===== src/rtl/seg_addr_pkg.sv =====
package seg_addr_pkg;

  typedef enum logic [1:0] {
    SEG_CODE  = 2'd0,
    SEG_DATA  = 2'd1,
    SEG_STACK = 2'd2,
    SEG_EXTRA = 2'd3
  } seg_id_e;

  typedef enum logic [3:0] {
    AM_FETCH    = 4'd0,
    AM_STK_TOP  = 4'd1,
    AM_DIRECT   = 4'd2,
    AM_IND_BX   = 4'd3,
    AM_IND_SI   = 4'd4,
    AM_IND_DI   = 4'd5,
    AM_BASE_BX  = 4'd6,
    AM_BASE_BP  = 4'd7,
    AM_IDX_SI   = 4'd8,
    AM_IDX_DI   = 4'd9,
    AM_BX_SI    = 4'd10,
    AM_BX_DI    = 4'd11,
    AM_BP_SI    = 4'd12,
    AM_BP_DI    = 4'd13,
    AM_STR_SRC  = 4'd14,
    AM_STR_DST  = 4'd15
  } addr_mode_e;

  typedef enum logic [2:0] {
    TA_ZERO = 3'd0,
    TA_BX   = 3'd1,
    TA_BP   = 3'd2,
    TA_SP   = 3'd3,
    TA_IP   = 3'd4
  } term_a_e;

  typedef enum logic [1:0] {
    TB_ZERO = 2'd0,
    TB_SI   = 2'd1,
    TB_DI   = 2'd2
  } term_b_e;

  typedef struct packed {
    seg_id_e dflt_seg;
    logic    pinned;
    term_a_e ta;
    term_b_e tb;
    logic    use_disp;
  } mode_ctl_t;

endpackage


===== src/rtl/seg_mode_decode.sv =====
module seg_mode_decode
  import seg_addr_pkg::*;
(
  input  addr_mode_e mode,
  output mode_ctl_t  ctl
);

  always_comb begin
    ctl = '{dflt_seg: SEG_DATA, pinned: 1'b0, ta: TA_ZERO, tb: TB_ZERO, use_disp: 1'b0};
    unique case (mode)
      AM_FETCH:   begin ctl.dflt_seg = SEG_CODE;  ctl.pinned = 1'b1; ctl.ta = TA_IP; end
      AM_STK_TOP: begin ctl.dflt_seg = SEG_STACK; ctl.ta = TA_SP; end
      AM_DIRECT:  begin ctl.use_disp = 1'b1; end
      AM_IND_BX:  begin ctl.ta = TA_BX; end
      AM_IND_SI:  begin ctl.tb = TB_SI; end
      AM_IND_DI:  begin ctl.tb = TB_DI; end
      AM_BASE_BX: begin ctl.ta = TA_BX; ctl.use_disp = 1'b1; end
      AM_BASE_BP: begin ctl.dflt_seg = SEG_STACK; ctl.ta = TA_BP; ctl.use_disp = 1'b1; end
      AM_IDX_SI:  begin ctl.tb = TB_SI; ctl.use_disp = 1'b1; end
      AM_IDX_DI:  begin ctl.tb = TB_DI; ctl.use_disp = 1'b1; end
      AM_BX_SI:   begin ctl.ta = TA_BX; ctl.tb = TB_SI; ctl.use_disp = 1'b1; end
      AM_BX_DI:   begin ctl.ta = TA_BX; ctl.tb = TB_DI; ctl.use_disp = 1'b1; end
      AM_BP_SI:   begin ctl.dflt_seg = SEG_STACK; ctl.ta = TA_BP; ctl.tb = TB_SI; ctl.use_disp = 1'b1; end
      AM_BP_DI:   begin ctl.dflt_seg = SEG_STACK; ctl.ta = TA_BP; ctl.tb = TB_DI; ctl.use_disp = 1'b1; end
      AM_STR_SRC: begin ctl.tb = TB_SI; end
      AM_STR_DST: begin ctl.dflt_seg = SEG_EXTRA; ctl.pinned = 1'b1; ctl.tb = TB_DI; end
      default:    ;
    endcase
  end

endmodule


===== src/rtl/seg_offset_adder.sv =====
module seg_offset_adder
  import seg_addr_pkg::*;
#(
  parameter int OFF_W = 16
) (
  input  mode_ctl_t          ctl,
  input  logic [OFF_W-1:0]   bx,
  input  logic [OFF_W-1:0]   bp,
  input  logic [OFF_W-1:0]   sp,
  input  logic [OFF_W-1:0]   ip,
  input  logic [OFF_W-1:0]   si,
  input  logic [OFF_W-1:0]   di,
  input  logic [OFF_W-1:0]   disp,
  output logic [OFF_W-1:0]   offset
);

  logic [OFF_W-1:0] term_a;
  logic [OFF_W-1:0] term_b;
  logic [OFF_W-1:0] term_d;

  always_comb begin
    unique case (ctl.ta)
      TA_BX:   term_a = bx;
      TA_BP:   term_a = bp;
      TA_SP:   term_a = sp;
      TA_IP:   term_a = ip;
      default: term_a = '0;
    endcase
    unique case (ctl.tb)
      TB_SI:   term_b = si;
      TB_DI:   term_b = di;
      default: term_b = '0;
    endcase
    term_d = ctl.use_disp ? disp : '0;
    // Sum kept at OFF_W bits: carries out of the offset are discarded.
    offset = term_a + term_b + term_d;
  end

endmodule


===== src/rtl/seg_base_select.sv =====
module seg_base_select #(
  parameter int SEG_W   = 16,
  parameter int NUM_SEG = 4,
  localparam int ID_W   = $clog2(NUM_SEG)
) (
  input  logic [NUM_SEG-1:0][SEG_W-1:0] segs,
  input  logic [ID_W-1:0]               dflt_id,
  input  logic                          pinned,
  input  logic                          ovr_en,
  input  logic [ID_W-1:0]               ovr_id,
  output logic [ID_W-1:0]               eff_id,
  output logic [SEG_W-1:0]              seg_val
);

  logic [NUM_SEG-1:0][SEG_W-1:0] picked;

  assign eff_id = (ovr_en && !pinned) ? ovr_id : dflt_id;

  for (genvar g = 0; g < NUM_SEG; g++) begin : g_pick
    assign picked[g] = (eff_id == ID_W'(g)) ? segs[g] : '0;
  end

  always_comb begin
    seg_val = '0;
    for (int k = 0; k < NUM_SEG; k++) seg_val = seg_val | picked[k];
  end

endmodule


===== src/rtl/seg_phys_adder.sv =====
module seg_phys_adder #(
  parameter int SEG_W = 16,
  parameter int OFF_W = 16,
  parameter int SHIFT = 4,
  localparam int PA_W = SEG_W + SHIFT
) (
  input  logic [SEG_W-1:0] seg_val,
  input  logic [OFF_W-1:0] offset,
  output logic [PA_W-1:0]  phys
);

  logic [PA_W-1:0] base_ext;
  logic [PA_W-1:0] off_ext;

  assign base_ext = {seg_val, {SHIFT{1'b0}}};
  assign off_ext  = PA_W'(offset);
  assign phys     = base_ext + off_ext;

endmodule


===== src/rtl/seg_addr_gen.sv =====
module seg_addr_gen
  import seg_addr_pkg::*;
#(
  parameter int SEG_W = 16,
  parameter int OFF_W = 16,
  parameter int SHIFT = 4,
  localparam int PA_W = SEG_W + SHIFT
) (
  input  logic             clk,
  input  logic             rst_n,
  input  logic             in_valid,
  output logic             in_ready,
  input  logic [3:0]       in_mode,
  input  logic             in_ovr_en,
  input  logic [1:0]       in_ovr_seg,
  input  logic [SEG_W-1:0] in_cs,
  input  logic [SEG_W-1:0] in_ds,
  input  logic [SEG_W-1:0] in_ss,
  input  logic [SEG_W-1:0] in_es,
  input  logic [OFF_W-1:0] in_bx,
  input  logic [OFF_W-1:0] in_bp,
  input  logic [OFF_W-1:0] in_si,
  input  logic [OFF_W-1:0] in_di,
  input  logic [OFF_W-1:0] in_sp,
  input  logic [OFF_W-1:0] in_ip,
  input  logic [OFF_W-1:0] in_disp,
  output logic             out_valid,
  input  logic             out_ready,
  output logic [PA_W-1:0]  out_addr,
  output logic [1:0]       out_seg
);

  localparam int NUM_SEG = 4;

  mode_ctl_t               ctl;
  logic [OFF_W-1:0]        offset;
  logic [1:0]              eff_id;
  logic [SEG_W-1:0]        seg_val;
  logic [PA_W-1:0]         phys;
  logic [NUM_SEG-1:0][SEG_W-1:0] seg_bank;
  logic                    accept;

  assign seg_bank = {in_es, in_ss, in_ds, in_cs};

  seg_mode_decode u_dec (
    .mode (addr_mode_e'(in_mode)),
    .ctl  (ctl)
  );

  seg_offset_adder #(.OFF_W(OFF_W)) u_off (
    .ctl    (ctl),
    .bx     (in_bx),
    .bp     (in_bp),
    .sp     (in_sp),
    .ip     (in_ip),
    .si     (in_si),
    .di     (in_di),
    .disp   (in_disp),
    .offset (offset)
  );

  seg_base_select #(.SEG_W(SEG_W), .NUM_SEG(NUM_SEG)) u_sel (
    .segs    (seg_bank),
    .dflt_id (ctl.dflt_seg),
    .pinned  (ctl.pinned),
    .ovr_en  (in_ovr_en),
    .ovr_id  (in_ovr_seg),
    .eff_id  (eff_id),
    .seg_val (seg_val)
  );

  seg_phys_adder #(.SEG_W(SEG_W), .OFF_W(OFF_W), .SHIFT(SHIFT)) u_pa (
    .seg_val (seg_val),
    .offset  (offset),
    .phys    (phys)
  );

  assign in_ready = !out_valid || out_ready;
  assign accept   = in_valid && in_ready;

  always_ff @(posedge clk) begin
    if (!rst_n) begin
      out_valid <= 1'b0;
      out_addr  <= '0;
      out_seg   <= '0;
    end else if (in_ready) begin
      out_valid <= in_valid;
      if (in_valid) begin
        out_addr <= phys;
        out_seg  <= eff_id;
      end
    end
  end

  AST_HOLD_STABLE: assert property (@(posedge clk) disable iff (!rst_n)
    out_valid && !out_ready |=> out_valid && $stable(out_addr) && $stable(out_seg));

  AST_ACCEPT_SHOWS: assert property (@(posedge clk) disable iff (!rst_n)
    accept |=> out_valid);

  AST_NO_PHANTOM: assert property (@(posedge clk) disable iff (!rst_n)
    !accept && !(out_valid && !out_ready) |=> !out_valid);

  AST_FETCH_CODE: assert property (@(posedge clk) disable iff (!rst_n)
    accept && in_mode == 4'd0 |=> out_seg == 2'd0);

  AST_STRDST_EXTRA: assert property (@(posedge clk) disable iff (!rst_n)
    accept && in_mode == 4'd15 |=> out_seg == 2'd3);

  AST_OVERRIDE_WINS: assert property (@(posedge clk) disable iff (!rst_n)
    accept && in_ovr_en && in_mode != 4'd0 && in_mode != 4'd15
      |=> out_seg == $past(in_ovr_seg));

endmodule


===== config.mk =====
export PLATFORM = sky130hd
export DESIGN_NAME = seg_addr_gen
export DESIGN_NICKNAME = d
export VERILOG_FILES = /design/src/rtl/seg_addr_pkg.sv /design/src/rtl/seg_mode_decode.sv /design/src/rtl/seg_offset_adder.sv /design/src/rtl/seg_base_select.sv /design/src/rtl/seg_phys_adder.sv /design/src/rtl/seg_addr_gen.sv
export SDC_FILE = /design/constraint.sdc
export NUM_CORES = 1
export LEC_CHECK = 0
export BUFFER_PORTS_ARGS = -buffer_cell sky130_fd_sc_hd__buf_4
export CAP_MARGIN = 20
export CORE_MARGIN = 1
export CORE_UTILIZATION = 45
export CTS_CLUSTER_SIZE = 8
export DETAILED_ROUTE_END_ITERATION = 12
export GPL_TIMING_DRIVEN = 0
export PLACE_DENSITY = 0.8
export SLEW_MARGIN = 30
export SYNTH_ARGS = -nofsm -noshare
export SYNTH_HDL_FRONTEND = slang
export SYNTH_SLANG_ARGS = --single-unit

===== constraint.sdc =====
create_clock -name clk -period 15.6 [get_ports clk]
set_input_delay 3.12 -clock clk [delete_from_list [all_inputs] [get_ports clk]]
set_output_delay 3.12 -clock clk [all_outputs]
set_load 0.02 [all_outputs]

**Yosys cells after proc, flatten, opt, wreduce, memory -nomap -nowiden**

Index checks and enable logic that the tools add are counted.

- Memories: 0
- Bits in latches: 0
- Logic and storage cells: 60
- Input bits: 187
- Bits in registers: 23
- Bits in writable memories: 0
- Output and inout bits: 24
- Bits in read-only memories: 0

- Equality and inequality tests: 24
- Div/mod/pow operators: 0
- Shift operators: 0
- Reductions and logical operators: 14
- $add $sub $neg: 3
- Bitwise operators: 3
- $lt $le $gt $ge: 0
- Multiply operators: 0
- Mux-type cells: 13

Operators by type and width:

| cell | number |
|---|---|
| two-way mux 16 bit | 5 |
| one-hot mux 16 bit (4 select lines) | 1 |
| OR 16 bit | 3 |
| adder 16 bit | 2 |
| equality test 4 bit (second input constant) | 8 |
| one-hot mux 16 bit (2 select lines) | 1 |
| adder 20 x 16 -> 20 bit | 1 |
| equality test 4 x 3 -> 1 bit (second input constant) | 4 |
| one-hot mux 3 bit (4 select lines) | 1 |
| OR reduction 5 bit | 2 |
| OR reduction 9 bit | 1 |
| equality test 4 x 2 -> 1 bit (second input constant) | 2 |
| OR reduction 4 bit | 2 |
| equality test 2 bit (second input constant) | 3 |
| equality test 3 x 2 -> 1 bit (second input constant) | 2 |
| one-hot mux 2 bit (3 select lines) | 1 |
| equality test 2 x 1 -> 1 bit (second input constant) | 2 |
| equality test 4 x 1 -> 1 bit (second input constant) | 1 |
| zero test 4 bit | 1 |
| one-hot mux 2 bit (2 select lines) | 1 |
| equality test 3 x 1 -> 1 bit (second input constant) | 1 |
| equality test 3 bit (second input constant) | 1 |
| OR reduction 3 bit | 1 |
| zero test 1 bit | 2 |
| 7 further kinds | 8 |

**Logic depth before layout (Yosys ltp)**

Gate-level depths: netlist of run 1.

- Word-level depth: 12
- Mapped depth: 29
- Depth with buffers taken out: 27

**By module**

A second synthesis of run 1 with hierarchy kept.

- Cell total of the unflattened synthesis: 557
- Area total of the unflattened synthesis: 4175.3 um^2

By module, submodules not included:

| module | seq. area each (um^2) | instances | cells an instance | area each (um^2) |
|---|---|---|---|---|
| seg_offset_adder | 0.0 | 1 | 249 | 1884.3 |
| seg_addr_gen | 460.4 | 1 | 101 | 952.2 |
| seg_phys_adder | 0.0 | 1 | 90 | 675.6 |
| seg_base_select | 0.0 | 1 | 94 | 519.2 |
| seg_mode_decode | 0.0 | 1 | 23 | 143.9 |

**Least setup slack after synthesis of run 1**

OpenSTA, ideal clock, no wires.

- Path type: input to register
- Start point: input port in_mode[1]
- End point: register out_addr[19]
- Buffers on the path: 3
- Stages on the path: 27
- Slack: 6.932 ns
- Library setup time: 0.079 ns
- Data required time: 15.521 ns
- Arrival time: 8.589 ns
- Cells stage by stage: buf_4 -> inv_1 -> a21oi_1 -> or2_2 -> inv_1 -> ha_1 -> clkbuf_1 -> clkbuf_1 -> a22oi_1 -> or2_2 -> fa_1 -> inv_1 -> ha_1 -> nor2b_1 -> o21ai_0 -> a21boi_0 -> o41ai_1 -> o21a_1 -> xnor2_1 -> ha_1 -> and2_4 -> a221o_1 -> or4_1 -> a31oi_1 -> a211oi_1 -> and4_1 -> a211oi_2

- Longest elaborated chain between the ends: 12
- Elaborated cells between the ends (all ways): 54
- Classes of those cells: add/sub (3); eq/ne (24); mux (13); bitwise (3); reduce/logical (11)

Ends and longest elaborated chain:

| element | RTL line | text |
|---|---|---|
| start: declaration | seg_addr_gen.sv:13 | `input logic [3:0] in_mode,` |
| branches (longest 11 deep; another with adder 16 bit) | - |  |
| adder 20 x 16 -> 20 bit * | seg_phys_adder.sv:17 | `assign phys = base_ext + off_ext;` |
| end signal: assignment | seg_addr_gen.sv:89 | `out_addr <= phys;` |
| end: declaration | seg_addr_gen.sv:29 | `output logic [PA_W-1:0] out_addr,` |

Every way passes the cells marked *.
A chain may end at the register's enable or synchronous reset.

**Worst setup path after layout of run 1**

Ends and elaborated chain as after synthesis.

==> summary.txt, run 1 <==
STA
  • Hold Worst Slack: around 0.46 ns
  • Fmax: 104 MHz
  • Min Tclk post-route: ~9.6 ns
  • Pins Over Slew Limit: 0
  • RSZ-0062 raised after global routing: false
  • Final Hold Vio Count: 0
  • Final worst path period share: approximately three fifths
  • Final setup vio count: 0
  • Setup Total Neg Slack: 0 ns
  • Worst Tran Pin Value: 0.634 ns
  • Final Skew: ~0.012 ns
  • Slew headroom: a little under three fifths

CTS
  • Hold_buf cts: 0
  • H-Tree Depth: 1
  • # resized after CTS: 0
  • CTS tree: done
  • Post CTS Setup Buffer Count: 0
  • Total CTS buffers: 3
  • Root buffer cell: clkbuf_8
  • Clock Sink Count: 23
  • Clock buffer depth: 2
  • CTS clk-pin slew, worst paths: approximately 0.09 ns
  • Clock Latency Late Sink: between 0.2 and 0.3 ns

Synth
  • Cell taking the most area after synthesis: dfxtp_1
  • Dominant cells by area after synthesis: dfxtp_1 (12%), nand2_1 (10%), ha_1 (8.9%)
  • Yosys reg bits: 23
  • Syn Std Cell Area: ~0.004 sq mm
  • Ys Warns: 0
  • Seq/Total Area, Yosys: about an eighth
  • Syn Inst Count: about 540
  • EDFF count, synth: 0
  • Synth Area per Inst: 7.24 sq um
  • Post-synth top area share: a little under an eighth
  • Ys flop type: dfxtp_1
  • Post-Synthesis Net Count: between 700 and 800
  • Async SR Flop Fraction: 0%
  • Synth unique cells: 66

Layout
  • Leading cell types in the layout, fill and taps excluded: buf_4 (214), nand2_1 (107), inv_1 (41)
  • Share of cells above drive strength 1: between 30% and 40%
  • Synth-to-layout area growth: 44.8%
  • Commonest non-fill, non-tap cell in the layout: buf_4
  • Final nets: just under 1k
  • # diodes: 0
  • Core Util, Final: 68.3%

Global routing
  • GRT Total Usage: 29.5%
  • Number of antenna violations at the first check in global routing: 0
  • Vias in the first global route: roughly 4.8k
  • Global-route wire length before repair: 21200 um
  • Largest net degree at the start of global routing: 15
  • GR Overflow Total: 0

Setup path
  • Worst setup EP type: flop
  • Critical path arrival: roughly 10 ns
  • CP Class: in -> reg
  • Maximum fanout along the worst path: 10
  • Crit path launch type: primary input
  • Worst Path Required: between 15 and 20 ns

Floorplan
  • Num rows: 33
  • Full die area: between 0.009 and 0.01 sq mm
  • Core Footprint: 0.00834 sq mm
  • Die extent in y: between 90 and 100 um
  • Starting Density: between 40% and 50%
  • Die Span X: ~95 um
  • I/O pins: ~210

Detailed routing
  • Drt wl/cell: 15.9 um
  • Pre-antenna DRT Iters: 7
  • Residual DRC count: 0
  • Met3 routed WL: 952 um
  • Drt initial violations: 242
  • Aggregate routed wire length: about 14000 um
  • Top Metal Used: met4
  • Metal2 WL: roughly 6800 um
  • Post-route ant nets: 0
  • M1 wire length: about 5400 um
  • Avg Vias per Cell: 5.60
  • Via Count: 4826

Outcome
  • Status: finished, final reports clean

Pwr
  • PwrDens: between 80 and 90 mW/mm^2
  • Leakage: around 2.8 nW
  • VDD IR max: about 0.05 mV

Place
  • Post-DP HPWL: approximately 12000 um
  • Port Buffers: 210
  • Gpl congestion: ~0.96

Min path
  • Hold Crit Class: reg -> reg

Job
  • Max Cap Viol: 0
==> cells in the mapped netlist (all sizes together) (7+ instances only) <==
library cell,n
nand2,108
inv,41
a21oi,35
nor2,35
ha,28
dfxtp,23
clkbuf,21
xnor2,18
fa,17
o21ai,17
a222oi,16
a22oi,16
a21boi,15
or2,15
a31oi,14
a211oi,11
mux2i,10
nand2b,10
nand3,10
buf,9
o21a,7
==> layer usage <==
| metal | global-route usage, % | vias up |
|---|---|---|
| li1 | - | 2351 |
| met3 | 4.70 | 42 |
| met2 | 54.0 | 241 |
| met4 | 13.3 | 0 |
| met5 | 0 | - |
| met1 | 33.3 | 2192 |
==> final cells by class <==
cell class,count,area (sq um)
fill,734,2650
sequential,23,460
clock inverter,1,7.51
timing repair buffer,210,1580
tap,105,131
multi-input combinational,449,3180
clock buffer,3,41.3
inverter,41,154
buffer,30,145
==> metrics by stage <==
stage	instance area, sq um	setup slack (ns)	instances	total power [mW]
2_1_floorplan	3930	6.93	543	0.333
3_3_place_gp	5640	6.08	858	0.437
3_5_place_dp	5640	5.88	858	0.452
4_1_cts	5690	6.17	862	0.491
5_1_grt	5700	5.52	862	0.540
6_report	5700	6.03	862	0.497
==> critical path, cell delays in order <==
cell,delay (ns)
buf_4,0.13
buf_4,0.17
inv_1,0.08
a21oi_1,0.08
or2_2,0.30
inv_1,0.06
ha_1,0.14
clkbuf_1,0.29
clkbuf_1,0.39
a22oi_1,0.11
or2_2,0.31
fa_1,0.52
inv_1,0.05
ha_1,0.33
nor2b_1,0.15
o21ai_0,0.20
a21boi_0,0.18
o41ai_1,0.51
o21a_1,0.25
xnor2_1,0.15
ha_1,0.32
and2_4,0.18
a221o_1,0.37
or4_1,0.48
a31oi_1,0.38
a211oi_1,0.12
and4_1,0.22
a211oi_2,0.17
==> final timing paths <==
kind | start | to | slack, ns | cells past startpoint
worst max-delay path | in_mode[1] | out_addr[19]$_SDFFE_PN0P_ | 6.03 | 28
worst min-delay path | out_addr[15]$_SDFFE_PN0P_ | out_addr[15]$_SDFFE_PN0P_ | 0.46 | 2
worst max register to register | out_valid$_SDFFE_PN0N_ | out_addr[9]$_SDFFE_PN0P_ | 14.03 | 6
worst min register to register | out_addr[15]$_SDFFE_PN0P_ | out_addr[15]$_SDFFE_PN0P_ | 0.46 | 2
==> kinds of logic after synthesis <==
logic type / Yosys count / synth area share, %
DFF: 23 / 11.7
adders and majority gates: 45 / 17.6
xor gates and xnor gates: 23 / 5.12
buffers and inverters: 71 / 7.60
muxes: 10 / 2.86
and+or+nand+nor: 211 / 25.5
AOI/OAI and AO/OA: 160 / 29.7
==> report_power, final <==
| group | total (mW) | switching [mW] | leakage (nW) | internal [mW] |
|---|---|---|---|---|
| sequential | 0.0803 | 0.00759 | 0.190 | 0.0728 |
| clock | 0.0383 | 0.0202 | 0.0217 | 0.0181 |
| combinational | 0.378 | 0.204 | 2.58 | 0.174 |
| total | 0.497 | 0.232 | 2.79 | 0.264 |
==> registers in the layout (all words and copies together) (netlist names) <==
name       count
out_addr      20
out_valid      1
out_seg        2
Note: power is estimated with default switching activity, not from simulation.
==> run 2: changes to the inputs <==
Settings changed: CORE_UTILIZATION 45 to 42, PLACE_DENSITY 0.8 to 0.79.
Clock period 15.6 ns to 7.84 ns, I/O delays scaled along.
==> run 2 against run 1 <==
Net effect:
- sequential power up 99%
- via count fell by 1.7%
- setup slack worse by 5.9 ns
- first-iteration DRC count is 4.5% higher
- die area up 7.0%
- sequential share of layout area about the same
- combinational power grew 99%
- register-to-register slack lost 7.7 ns
==> summary.txt, run 2 (synthesized netlist as in run 1, its figures left out) <==
STA
  • Final setup vio count: 0
  • Final Skew: about 0.0068 ns
  • Worst Tran Pin Value: 0.673 ns
  • Pins Over Slew Limit: 0
  • Slew headroom: 54.8%
  • Setup WS post-layout: between 0.15 and 0.2 ns
  • Final worst path period share: just under 100%
  • Min Tclk post-route: around 7.7 ns
  • Fmax: roughly 130 MHz
  • Final Hold Vio Count: 0

CTS
  • Clock buffer depth: 2
  • Total CTS buffers: 3
  • H-Tree Depth: 1
  • CTS clk-pin slew, worst paths: around 0.08 ns
  • Clock Sink Count: 23
  • Root buffer cell: clkbuf_8
  • CTS tree: done
  • Clock Latency Late Sink: 0.26 ns

Layout
  • Final nets: 990
  • Leading cell types in the layout, fill and taps excluded: buf_4 (215), nand2_1 (107), inv_1 (41)
  • Commonest non-fill, non-tap cell in the layout: buf_4
  • Share of cells above drive strength 1: 34.5%
  • Most flops, register: out_addr
  • # diodes: 0
  • Largest register FFs: 20
  • Non-Filler Instances: ~870
  • Largest registers: out_addr (20), out_seg (2), out_valid (1)
  • Synth-to-layout area growth: 45.5%
  • Core Util, Final: between 60% and 70%

Setup path
  • Buffers & Inverters on Critical Path: 6
  • Cell family with the largest share of critical-path delay: compound AO/OA/AOI/OAI gates
  • CP Class: in -> reg
  • CP peak stage delay: around 0.53 ns
  • Critical path arrival: ~7.9 ns
  • Most numerous cell on the critical path: inv_1
  • Worst Path Required: around 8 ns
  • Slowest-stage cell, CP: or4_1
  • Maximum fanout along the worst path: 10
  • Crit path launch type: primary input
  • Worst setup EP type: flop

Detailed routing
  • Avg Vias per Cell: ~5.5
  • Drt wl/cell: roughly 16 um
  • Pre-antenna DRT Iters: 7
  • Aggregate routed wire length: between 10000 and 15000 um
  • Post-route ant nets: 0
  • Via Count: roughly 4.7k
  • Residual DRC count: 0
  • Drt initial violations: approximately 250

Floorplan
  • I/O pins: 211
  • Die extent in y: between 90 and 100 um
  • Starting Density: 44.2%
  • Die Span X: about 99 um
  • Full die area: about 0.01 sq mm
  • Core Footprint: ~0.009 sq mm
  • Num rows: 34

Global routing
  • GRT Total Usage: between 20 and 30%
  • Global-route wire length before repair: approximately 21000 um
  • Largest net degree at the start of global routing: 13
  • Vias in the first global route: about 4.7k
  • GR Overflow Total: 0
  • Number of antenna violations at the first check in global routing: 0

Pwr
  • PwrDens: around 170 mW/mm^2
  • Leakage: roughly 2.8 nW
  • VDD IR max: between 0.1 and 0.15 mV
  • Power Total: slightly below 1 mW

Place
  • Gpl congestion: between 0.9 and 1
  • Post-DP HPWL: ~12000 um
  • Port Buffers: 210
  • Pre-CTS setup slack: -0.465 ns
  • Number of instances in the placed design: 861

Min path
  • Hold Crit Class: reg -> reg

Outcome
  • Status: finished, final reports clean

Job
  • Max Cap Viol: 0
-- run 2: power by group --
group	internal (mW)	leakage [nW]	total (mW)	switching [mW]
Clock	0.0362	0.0228	0.0711	0.0349
Combinational	0.350	2.59	0.754	0.404
Sequential	0.145	0.190	0.160	0.0148
-- run 2: timing repair --
action | CTS | global route
buffers inserted | 0 | 1
hold endpoints to repair | 0 | 0
pin swaps | 0 | 1
resized for setup | 2 | 7
setup endpoints to repair | 2 | 3
hold buffers | 0 | 0
-- run 2: per-layer routing --
| metal | part of all wire (%) | up-vias | global-route usage [%] |
|---|---|---|---|
| met5 | 0 | - | 0 |
| met4 | 2.7 | 0 | 8.73 |
| met3 | 6.0 | 33 | 3.26 |
| met2 | 51 | 206 | 50.0 |
| met1 | 40 | 2154 | 31.8 |
| li1 | - | 2349 | - |
-- run 2: path summary, 6_finish.rpt --
path,slack (ns),startpoint,end,cells after the start
worst max-delay path,0.16,in_mode[1],out_addr[19]$_SDFFE_PN0P_,27
worst min-delay path,0.45,out_addr[15]$_SDFFE_PN0P_,out_addr[15]$_SDFFE_PN0P_,2
worst max register to register,6.34,out_valid$_SDFFE_PN0N_,out_addr[6]$_SDFFE_PN0P_,6
worst min register to register,0.45,out_addr[15]$_SDFFE_PN0P_,out_addr[15]$_SDFFE_PN0P_,2
-- run 2: area by class of cell --
cell class	count	area [sq um]
multi-input cells	449	3200
fillers	797	3170
repair buffers	211	1580
flip-flops and latches	23	460
inverters	41	154
plain buffers	29	146
well taps	108	135
clock buffers	4	45.0
-- run 2: worst reg2reg max path, cell delays in order (launching register included) --
cell      delay, ns
dfxtp_1        0.32
nand2b_1       0.14
and2_1         0.16
buf_6          0.13
clkbuf_1       0.35
nand3_1        0.17
a21oi_1        0.16
-- run 2: stage by stage --
step / cell area, sq um / hold slack [ns] / setup TNS (ns)
after floorplan: 3930 / 0.530 / 0
after global placement: 5640 / 0.440 / -0.489
after detailed placement: 5640 / 0.447 / -1.07
after CTS: 5700 / 0.457 / 0
after global routing: 5720 / 0.483 / -0.00153
final: 5720 / 0.455 / 0
